--- src/rtl/ref_div_pkg.sv ---
package ref_div_pkg;
  localparam int unsigned RATIO_W_DEF   = 11;
  localparam int unsigned MIN_RATIO_DEF = 3;
  localparam int unsigned RST_RATIO_DEF = 3;
endpackage

--- src/rtl/ref_ratio_reg.sv ---
module ref_ratio_reg #(
  parameter int unsigned W     = 11,
  parameter int unsigned MIN_N = 3,
  parameter int unsigned RST_N = 3
) (
  input  logic         clk_i,
  input  logic         rst_ni,
  input  logic         commit_i,
  input  logic [W-1:0] ratio_i,
  output logic [W-1:0] ratio_o
);
  localparam logic [W-1:0] MIN_V = W'(MIN_N);
  localparam logic [W-1:0] RST_V = (RST_N < MIN_N) ? W'(MIN_N) : W'(RST_N);

  logic [W-1:0] clamped;
  logic [W-1:0] n_q;

  always_comb clamped = (ratio_i < MIN_V) ? MIN_V : ratio_i;

  always_ff @(posedge clk_i or negedge rst_ni) begin
    if (!rst_ni)       n_q <= RST_V;
    else if (commit_i) n_q <= clamped;
  end

  assign ratio_o = n_q;

  // active ratio never below the floor
  a_r2_min_ratio: assert property (@(posedge clk_i) disable iff (!rst_ni)
    ratio_o >= MIN_V);
  // ratio moves only on commit
  a_r5_hold_ratio: assert property (@(posedge clk_i) disable iff (!rst_ni)
    !commit_i |=> $stable(ratio_o));
endmodule

--- src/rtl/ref_half_cnt.sv ---
module ref_half_cnt #(
  parameter int unsigned W = 11
) (
  input  logic         clk_i,
  input  logic         rst_ni,
  input  logic         clear_i,
  input  logic [W-1:0] limit_i,
  output logic         half_done_o
);
  logic [W-1:0] cnt_q;
  logic [W-1:0] last;
  logic         at_last;

  always_comb begin
    last    = limit_i - W'(1);
    at_last = (cnt_q >= last);
  end

  always_ff @(posedge clk_i or negedge rst_ni) begin
    if (!rst_ni)      cnt_q <= '0;
    else if (clear_i) cnt_q <= '0;
    else if (at_last) cnt_q <= '0;
    else              cnt_q <= cnt_q + W'(1);
  end

  assign half_done_o = at_last && !clear_i;

  // commit returns counter to zero
  a_r4_clear_zero: assert property (@(posedge clk_i) disable iff (!rst_ni)
    clear_i |=> (cnt_q == '0));
  // counter stays inside the half-period
  a_r8_cnt_bound: assert property (@(posedge clk_i) disable iff (!rst_ni)
    cnt_q < limit_i);
endmodule

--- src/rtl/ref_out_stage.sv ---
module ref_out_stage (
  input  logic clk_i,
  input  logic rst_ni,
  input  logic clear_i,
  input  logic half_done_i,
  output logic sq_o,
  output logic tick_o
);
  logic sq_q;
  logic tick_q;

  always_ff @(posedge clk_i or negedge rst_ni) begin
    if (!rst_ni) begin
      sq_q   <= 1'b0;
      tick_q <= 1'b0;
    end else if (clear_i) begin
      sq_q   <= 1'b0;
      tick_q <= 1'b0;
    end else begin
      if (half_done_i) sq_q <= ~sq_q;
      tick_q <= half_done_i & sq_q;  // period ends on the falling half
    end
  end

  assign sq_o   = sq_q;
  assign tick_o = tick_q;

  // tick is a single-cycle pulse
  a_r6_tick_single: assert property (@(posedge clk_i) disable iff (!rst_ni)
    tick_q |=> !tick_q);
  // tick coincides with the square wave having just fallen
  a_r6_tick_on_fall: assert property (@(posedge clk_i) disable iff (!rst_ni)
    tick_q |-> (!sq_q && $past(sq_q)));
endmodule

--- src/rtl/ref_div2n.sv ---
module ref_div2n
  import ref_div_pkg::*;
#(
  parameter int unsigned RATIO_W   = RATIO_W_DEF,
  parameter int unsigned MIN_RATIO = MIN_RATIO_DEF,
  parameter int unsigned RST_RATIO = RST_RATIO_DEF
) (
  input  logic               clk_i,
  input  logic               rst_ni,
  input  logic [RATIO_W-1:0] ratio_i,
  input  logic               commit_i,
  output logic               sq_o,
  output logic               tick_o
);
  logic [RATIO_W-1:0] n_act;
  logic               half_done;

  ref_ratio_reg #(.W(RATIO_W), .MIN_N(MIN_RATIO), .RST_N(RST_RATIO)) u_ratio (
    .clk_i    (clk_i),
    .rst_ni   (rst_ni),
    .commit_i (commit_i),
    .ratio_i  (ratio_i),
    .ratio_o  (n_act)
  );

  ref_half_cnt #(.W(RATIO_W)) u_cnt (
    .clk_i       (clk_i),
    .rst_ni      (rst_ni),
    .clear_i     (commit_i),
    .limit_i     (n_act),
    .half_done_o (half_done)
  );

  ref_out_stage u_out (
    .clk_i       (clk_i),
    .rst_ni      (rst_ni),
    .clear_i     (commit_i),
    .half_done_i (half_done),
    .sq_o        (sq_o),
    .tick_o      (tick_o)
  );

  // outputs are low in the cycle after any commit
  a_r7_commit_low: assert property (@(posedge clk_i) disable iff (!rst_ni)
    commit_i |=> (!sq_o && !tick_o));
  // square wave only rises from a counted half-period, never on commit
  a_r3_rise_counted: assert property (@(posedge clk_i) disable iff (!rst_ni)
    $rose(sq_o) |-> !$past(commit_i));
endmodule

--- config.mk ---
export PLATFORM = sky130hd
export DESIGN_NAME = ref_div2n
export DESIGN_NICKNAME = d
export VERILOG_FILES = /design/src/rtl/ref_div_pkg.sv /design/src/rtl/ref_ratio_reg.sv /design/src/rtl/ref_half_cnt.sv /design/src/rtl/ref_out_stage.sv /design/src/rtl/ref_div2n.sv
export SDC_FILE = /design/constraint.sdc
export NUM_CORES = 1
export LEC_CHECK = 0
export CAP_MARGIN = 20
export CELL_PAD_IN_SITES_DETAIL_PLACEMENT = 0
export CELL_PAD_IN_SITES_GLOBAL_PLACEMENT = 1
export CORE_MARGIN = 3
export CORE_UTILIZATION = 40
export DETAILED_ROUTE_END_ITERATION = 8
export HOLD_SLACK_MARGIN = 0.02
export PLACE_DENSITY_LB_ADDON = 0.1
export SLEW_MARGIN = 20
export SYNTH_ARGS = -nofsm -noshare
export SYNTH_HDL_FRONTEND = slang
export SYNTH_HIERARCHICAL = 1
export SYNTH_SLANG_ARGS = --single-unit
--- constraint.sdc ---
create_clock -name clk_i -period 2.15 [get_ports clk_i]
set_input_delay 0.645 -clock clk_i [delete_from_list [all_inputs] [get_ports clk_i]]
set_output_delay 0.645 -clock clk_i [all_outputs]
set_load 0.01 [all_outputs]
# [Word level (Yosys, flattened, before mapping)]
# Index checks and enable logic that the tools add are counted.
[totals] elab_cells=19 memories=0 ff_bits=24 romBits=0 ram_bits=0 out_inout_bits=2 input_bits=14 latch_bits=0
[classes] n_lt_le_gt_ge=2 bitwise=2 n_eq_ne=0 shift=0 n_reduce_logical=3 muxes=6 add_sub_neg=2 n_div=0 mul=0
[op_table] operator="$mux 11" n=3
[op_table] operator="$add 11x1->11 const B" n=1
[op_table] operator="$ge 11x11->1" n=1
[op_table] operator="$lt 11x2->1 const B" n=1
[op_table] operator="$sub 11x1->11 const B" n=1
[op_table] operator="$mux 1" n=3
[op_table] operator="$reduce_bool 2->1" n=1
[op_table] operator="$and 1x1->1" n=1
[op_table] operator="$logic_and 1x1->1" n=1
[op_table] operator="$logic_not 1->1" n=1
[op_table] operator="$not 1->1" n=1

# [Logic depth before layout (Yosys ltp)]
# Gate-level depths: netlist (run 1).
[logic_depth] word_depth=5 depth_mapped=12 ltp_nobuf=12

# [By module]
# The synthesis (run 1) kept the hierarchy.
[modules_own_cells] module="ref_half_cnt" cells_each=100 area_each_um2=964.7 n_inst=1
[modules_own_cells] module="ref_ratio_reg" cells_each=30 area_each_um2=489.2 n_inst=1
[modules_own_cells] module="ref_out_stage" cells_each=6 area_each_um2=70.1 n_inst=1

# [Worst setup path after synthesis (run 1)]
# Ideal clock, no wire load.
[synth_path] path_kind="register to register" startpoint="register u_ratio.n_q[2] (netlist: u_ratio/ratio_o[2])" endpoint="register u_out.sq_q (netlist: u_out/sq_o)" path_slack_ps=-196 required_time_ps=2031 period_less_slack_ps=2346 arrival_ps=2227 path_stages_with_launch=12 path_cell_list="dfrtp_1 nor4_2 nand2_1 nor3_1 xnor2_1 ha_1 a21oi_1 o21ai_0 a221o_1 nor2b_1 xnor2_1 nor2_1"
[synth_via] elab_chain_cells=4
[synth_rtl] item="start: declaration" line_no="ref_ratio_reg.sv:16" text="logic [W-1:0] n_q;"
[synth_rtl] item="start signal: assignment" line_no="ref_ratio_reg.sv:22" text="else if (commit_i) n_q <= clamped;"
[synth_rtl] item="$sub 11x1->11" line_no="ref_half_cnt.sv:15" text="last = limit_i - W'(1);"
[synth_rtl] item="$ge 11x11->1" line_no="ref_half_cnt.sv:16" text="at_last = (cnt_q >= last);"
[synth_rtl] item="$logic_and 1x1->1" line_no="ref_half_cnt.sv:26" text="assign half_done_o = at_last && !clear_i;"
[synth_rtl] item="net half_done" line_no="ref_div2n.sv:16" text="logic half_done;"
[synth_rtl] item="$reduce_bool 2->1 (no source line)"
[synth_rtl] item="end signal: assignment" line_no="ref_out_stage.sv:20" text="if (half_done_i) sq_q <= ~sq_q;"
[synth_rtl] item="end: declaration" line_no="ref_out_stage.sv:9" text="logic sq_q;"
# The timed path passes the listed nets, and every way through them passes these cells.
# A chain may end at the register's enable or synchronous reset.

# [Worst setup path after layout (run 1)]
# Ends and elaborated chain as after synthesis.

==> results of run 1 <==
## synthesized netlist by cell type (all sizes together)
master / count
a21oi: 5
a221o: 1
and4: 3
buf: 2
clkbuf: 1
dfrtp: 22
dfstp: 2
ha: 13
inv: 3
mux2: 9
mux2i: 2
nand2: 13
nand3: 5
nand3b: 1
nand4: 4
nor2: 6
nor2b: 3
nor3: 13
nor3b: 1
nor4: 5
o21ai: 3
xnor2: 7
xor2: 12
## cell families after synthesis
group / share of synthesized area
adders and majority gates: 0.1067
muxes: 0.09935
buffers and inverters: 0.02463
AOI/OAI and AO/OA: 0.03284
xor gates and xnor gates: 0.1092
and+or+nand+nor: 0.2315
DFF: 0.3957
## layout make-up
type | instances | share of cell area
inverters | 3 | 0.005707
clock buffers | 4 | 0.02790
well taps | 46 | 0.02917
flip-flops and latches | 24 | 0.3056
multi-input cells | 106 | 0.4826
repair buffers | 32 | 0.1490
## sequential cells by signal, summed over array words and instances, names as in the netlist
register         count
u_out/tick_o         1
u_cnt/cnt_q         11
u_ratio/ratio_o     11
u_out/sq_o           1
## path summary, 6_finish.rpt
check,cells after the start,slack (ps),endpoint,startpoint
min reg2reg,1,520,u_cnt/cnt_q[0]$_DFF_PN0_,u_cnt/cnt_q[0]$_DFF_PN0_
max,11,-310,u_out/sq_o$_DFFE_PN0P_,u_ratio/ratio_o[2]$_DFFE_PN0P_
min in group asynchronous,2,730,u_cnt/cnt_q[7]$_DFF_PN0_,rst_ni
max in group asynchronous,2,1130,u_ratio/ratio_o[0]$_DFFE_PN1P_,rst_ni
max reg2reg,11,-310,u_out/sq_o$_DFFE_PN0P_,u_ratio/ratio_o[2]$_DFFE_PN0P_
min,1,520,u_cnt/cnt_q[0]$_DFF_PN0_,u_cnt/cnt_q[0]$_DFF_PN0_
## report_power, final
part	internal (mW)	switching [mW]
Combinational	0.134	0.112
Sequential	0.480	0.0236
Clock	0.163	0.147
Total	0.777	0.282
## repair_timing
item,in CTS,in global routing
endpoints found under the setup margin,13,13
hold endpoints to repair,0,0
buffers inserted,2,0
resized for setup,5,7
pin swaps,1,1
## worst max-delay path: stages (launching register included)
cell and delay [ps]:
dfrtp_1 420, nor4_4 300, buf_4 160, nand2_2 70
xor2_1 150, ha_1 310, a21oi_2 160, o21ai_2 80
a221o_1 380, nor2b_4 150, xnor2_1 130, nor2_1 50
## metrics by stage
stage,area [um2],cells
after CTS,1947,215
after global routing,1973,215
final,1973,215
after floorplan,1548,136
after global placement,1854,209
after detailed placement,1854,209
## per-layer routing
layer,global-route usage,wire [um]
met1,0.2059,1480
met2,0.2515,1516
met3,0.03494,67
met4,0.03038,19
met5,0,0
==> flow_summary.toml, run 1 <==
[grt]
antenna_found_initial = 0
grt.overflow.total = 0
grt_pass1_vias = 1118
grt_max_degree = 25
track_usage = 0.1534
grt_first_pass_wirelength_um = 5250

[setup_path]
worst-setup-path-type = "flip-flop to flip-flop"
critPathMaxFanout = 3
worstPathArrival_ps = 2620
cp.required_ps = 2310
startpoint_type = "flip-flop"
endpoint_kind = "flip-flop"

[clock_network]
hold_buffers = 0
clock_latency_ps = 260
htreeDepth = 1
root_buffer = "clkbuf_8"
clockBufferDepth = 2
cts_sinks = 24
cts_buffers = 3
cts_tree = "done"
clk_pin_slew_ps = 90

[floorplan]
die_x_um = 67.73
start_util = 0.4361
die-area_um2 = 4587
io_pins = 16
coreArea_um2 = 3495
chipHeight_um = 67.73
rows = 21

[place]
io_buffers = 15
place.detailed.hpwl_um = 2363
preCtsSetupSlack_ps = -406.9
place_congestion = 0.8165

[final_layout]
nets = 197
final_cell_mix = "dfrtp_1, clkdlybuf4s50_1, buf_4"
diodes = 0
regArea_um2 = 603.1
area_delta_synth_final_pct = 29.47
multi_input_area_um2 = 952.2
nFillCells = 298
fin_util = 0.5646
final_common_cell = "dfrtp_1"
drive_gt1_frac = 0.3491

[sta]
fmax_ghz = 0.4063
tns_ps = -3056
finalCriticalPeriod_ps = 2461
skew_ps = 3.052
hold_violations = 0
whs_ps = 521.6
final_max_slew_viol_count = 0
rsz0062_at_grt = "yes"
setup_viol = 13
relSlewSlack = 0.7963
setup_slack_ps = -311.1
post-route-period-util = 1.145
worst_pin_slew_ps = 303.0

[synthesis]
synth.area.top_cells = "dfrtp_1, ha_1, mux2_4, xor2_1, nor3_2"
ys_ff_latch = 24
syn-mean-instance-area_um2 = 11.21
yosys_warnings = 6
ys_seq_area_frac = 0.3957
synthCells = 136
synth_nets = 163
synthesis.area_um2 = 1524
yosysTopAreaCellShare = 0.3612
yosys.area.top_type = "dfrtp_1"
synth_cell_types = 27

[outcome]
violations = "negative setup slack"
status = "finished with violations"

[route]
vias = 1078
routed_wirelength_um = 3083
ant_nets = 0
wl_per_cell_um = 14.34
drc = 0
first_pass_iters = 2
drtIter0Drc = 19
via_per_inst = 5.014

[min_path]
holdCritPathClass = "flip-flop to flip-flop"

[power_and_ir_drop]
p_leak_nw = 0.8366
cellPowerDensity_nw_per_um2 = 536.6
finalPower_mw = 1.059
ir_drop_v = 0.0003909

[job]
drv_cap = 0
Power figures use the tool's default switching activity.
==> run 2: changes to the inputs <==
--- a/config.mk
+++ b/config.mk
@@ -11,6 +11,7 @@
 export CORE_MARGIN = 3
 export CORE_UTILIZATION = 40
 export DETAILED_ROUTE_END_ITERATION = 8
+export GPL_TIMING_DRIVEN = 0
 export HOLD_SLACK_MARGIN = 0.02
 export PLACE_DENSITY_LB_ADDON = 0.1
 export SLEW_MARGIN = 20
==> flow_summary.toml, run 2 (same netlist as run 1, synthesis figures left out) <==
[outcome]
status = "finished with violations"
violations = "negative setup slack"

[sta]
setup_viol = 13
relSlewSlack = 0.4960
post-route-period-util = 1.167
whs_ps = 346.8
hold_violations = 0
worst_pin_slew_ps = 756.0
final_max_slew_viol_count = 0
rsz0062_at_grt = "yes"
skew_ps = 1.280
setup_slack_ps = -359.8
finalCriticalPeriod_ps = 2510
fmax_ghz = 0.3984

[route]
first_pass_iters = 4
drc = 0
drtIter0Drc = 62
ant_nets = 0
vias = 1045
via_per_inst = 5.098
routed_wirelength_um = 3068
wl_per_cell_um = 14.97

[power_and_ir_drop]
cellPowerDensity_nw_per_um2 = 551.4
p_leak_nw = 0.7820
ir_drop_v = 0.0003508

[place]
place_congestion = 0.7145
place.detailed.hpwl_um = 2383
dpl.cell_count = 197
postPlaceCellArea_um2 = 1755
preCtsSetupSlack_ps = -430.1
io_buffers = 15

[grt]
grt_pass1_vias = 1077
grt_first_pass_wirelength_um = 5195
grt_max_degree = 25
track_usage = 0.1531
grt.overflow.total = 0
antenna_found_initial = 0

[setup_path]
cp.required_ps = 2300
worstPathArrival_ps = 2660
crit-reg2reg-launch = "u_ratio/ratio_o[2]$_DFFE_PN0P_"
cp-startpoint = "u_ratio/ratio_o[2]$_DFFE_PN0P_"
worst_path_max_delay_cell = "dfrtp_2"
endpoint_kind = "flip-flop"
startpoint_type = "flip-flop"
cp_cell_sequence = "nor4_4, buf_4, nand2_4, nor3_2, xnor2_1, ha_1, a21oi_1, o21ai_1, a221o_1, nor2b_4, xnor2_1, nor2_1"
crit_top_cell = "xnor2_1"
worst-setup-path-type = "flip-flop to flip-flop"
cp_slowest_stage_delay_ps = 430
critPathMaxFanout = 3

[clock_network]
cts_tree = "done"
clk_pin_slew_ps = 90
htreeDepth = 1
root_buffer = "clkbuf_8"
clockBufferDepth = 2
cts_buffers = 3
cts_sinks = 24
clock_latency_ps = 270

[min_path]
holdCritPathClass = "input port to async pin"

[final_layout]
nFillCells = 304
area_delta_synth_final_pct = 22.58
nets = 187
design_area_um2 = 1868
fin_util = 0.5346
drive_gt1_frac = 0.2956
fin_cells = 205
final_cell_mix = "dfrtp_1, clkdlybuf4s50_1, xor2_1, ha_1, nor3_2"
final_common_cell = "dfrtp_1"
diodes = 0

[floorplan]
chipHeight_um = 67.73
coreArea_um2 = 3495
die-area_um2 = 4587
die_x_um = 67.73
rows = 21
io_pins = 16
start_util = 0.4361

[job]
drv_cap = 0
## run 2: worst paths after layout
| kind | endpoint | slack (ps) | cells after the start |
|---|---|---|---|
| setup / recovery | u_out/sq_o$_DFFE_PN0P_ | -360 | 12 |
| hold / removal | u_cnt/cnt_q[7]$_DFF_PN0_ | 350 | 1 |
| setup reg to reg | u_out/sq_o$_DFFE_PN0P_ | -360 | 12 |
| hold reg to reg | u_cnt/cnt_q[0]$_DFF_PN0_ | 550 | 1 |
| max in group asynchronous | u_ratio/ratio_o[4]$_DFFE_PN0P_ | 1420 | 1 |
| min in group clk_i | u_cnt/cnt_q[0]$_DFF_PN0_ | 550 | 1 |
## run 2: through the flow
| step | power [mW] | TNS, ps |
|---|---|---|
| after floorplan | 0.6378 | -575.9 |
| after global placement | 0.7035 | -3400 |
| after detailed placement | 0.7121 | -3931 |
| after CTS | 1.037 | -3181 |
| after global routing | 1.089 | -4817 |
| final | 1.030 | -3258 |
## run 2: report_power, final
group,switching (mW),internal (mW)
clock network,0.148,0.164
logic,0.0937,0.107
registers,0.0368,0.481
## run 2: critical path: cells and delay by family, from the launching register on
family,cells,cell delay (ps)
xor+xnor,2,290
flops,1,430
simple gates,5,680
compound gates,3,540
fa+ha+maj,1,270
buf+inv,1,170
## run 2: repair_timing
| action | 4_1_cts | 5_1_grt |
|---|---|---|
| hold buffers | 0 | 0 |
| gates cloned | 0 | 0 |
| gates resized for setup | 6 | 5 |
| setup buffers | 4 | 0 |
| pin swaps | 3 | 3 |
| setup endpoints to repair | 13 | 13 |
## run 2: routing by layer
layer	vias to the layer above	share of wire	GRT usage
met2	8	0.48	0.2454
met1	502	0.48	0.2021
met4	0	0.0088	0.03797
met3	5	0.028	0.04326
li1	530	-	-
met5	-	0	0
## run 2: area by class of cell
class	count	area, um2	share of cell area
multi-input combinational	106	935.9	0.5010
buffer	3	26.28	0.01407
timing repair buffer	19	175.2	0.09377
sequential	24	606.8	0.3248
tap	46	57.56	0.03081
inverter	3	11.26	0.006028
clock buffer	4	55.05	0.02947
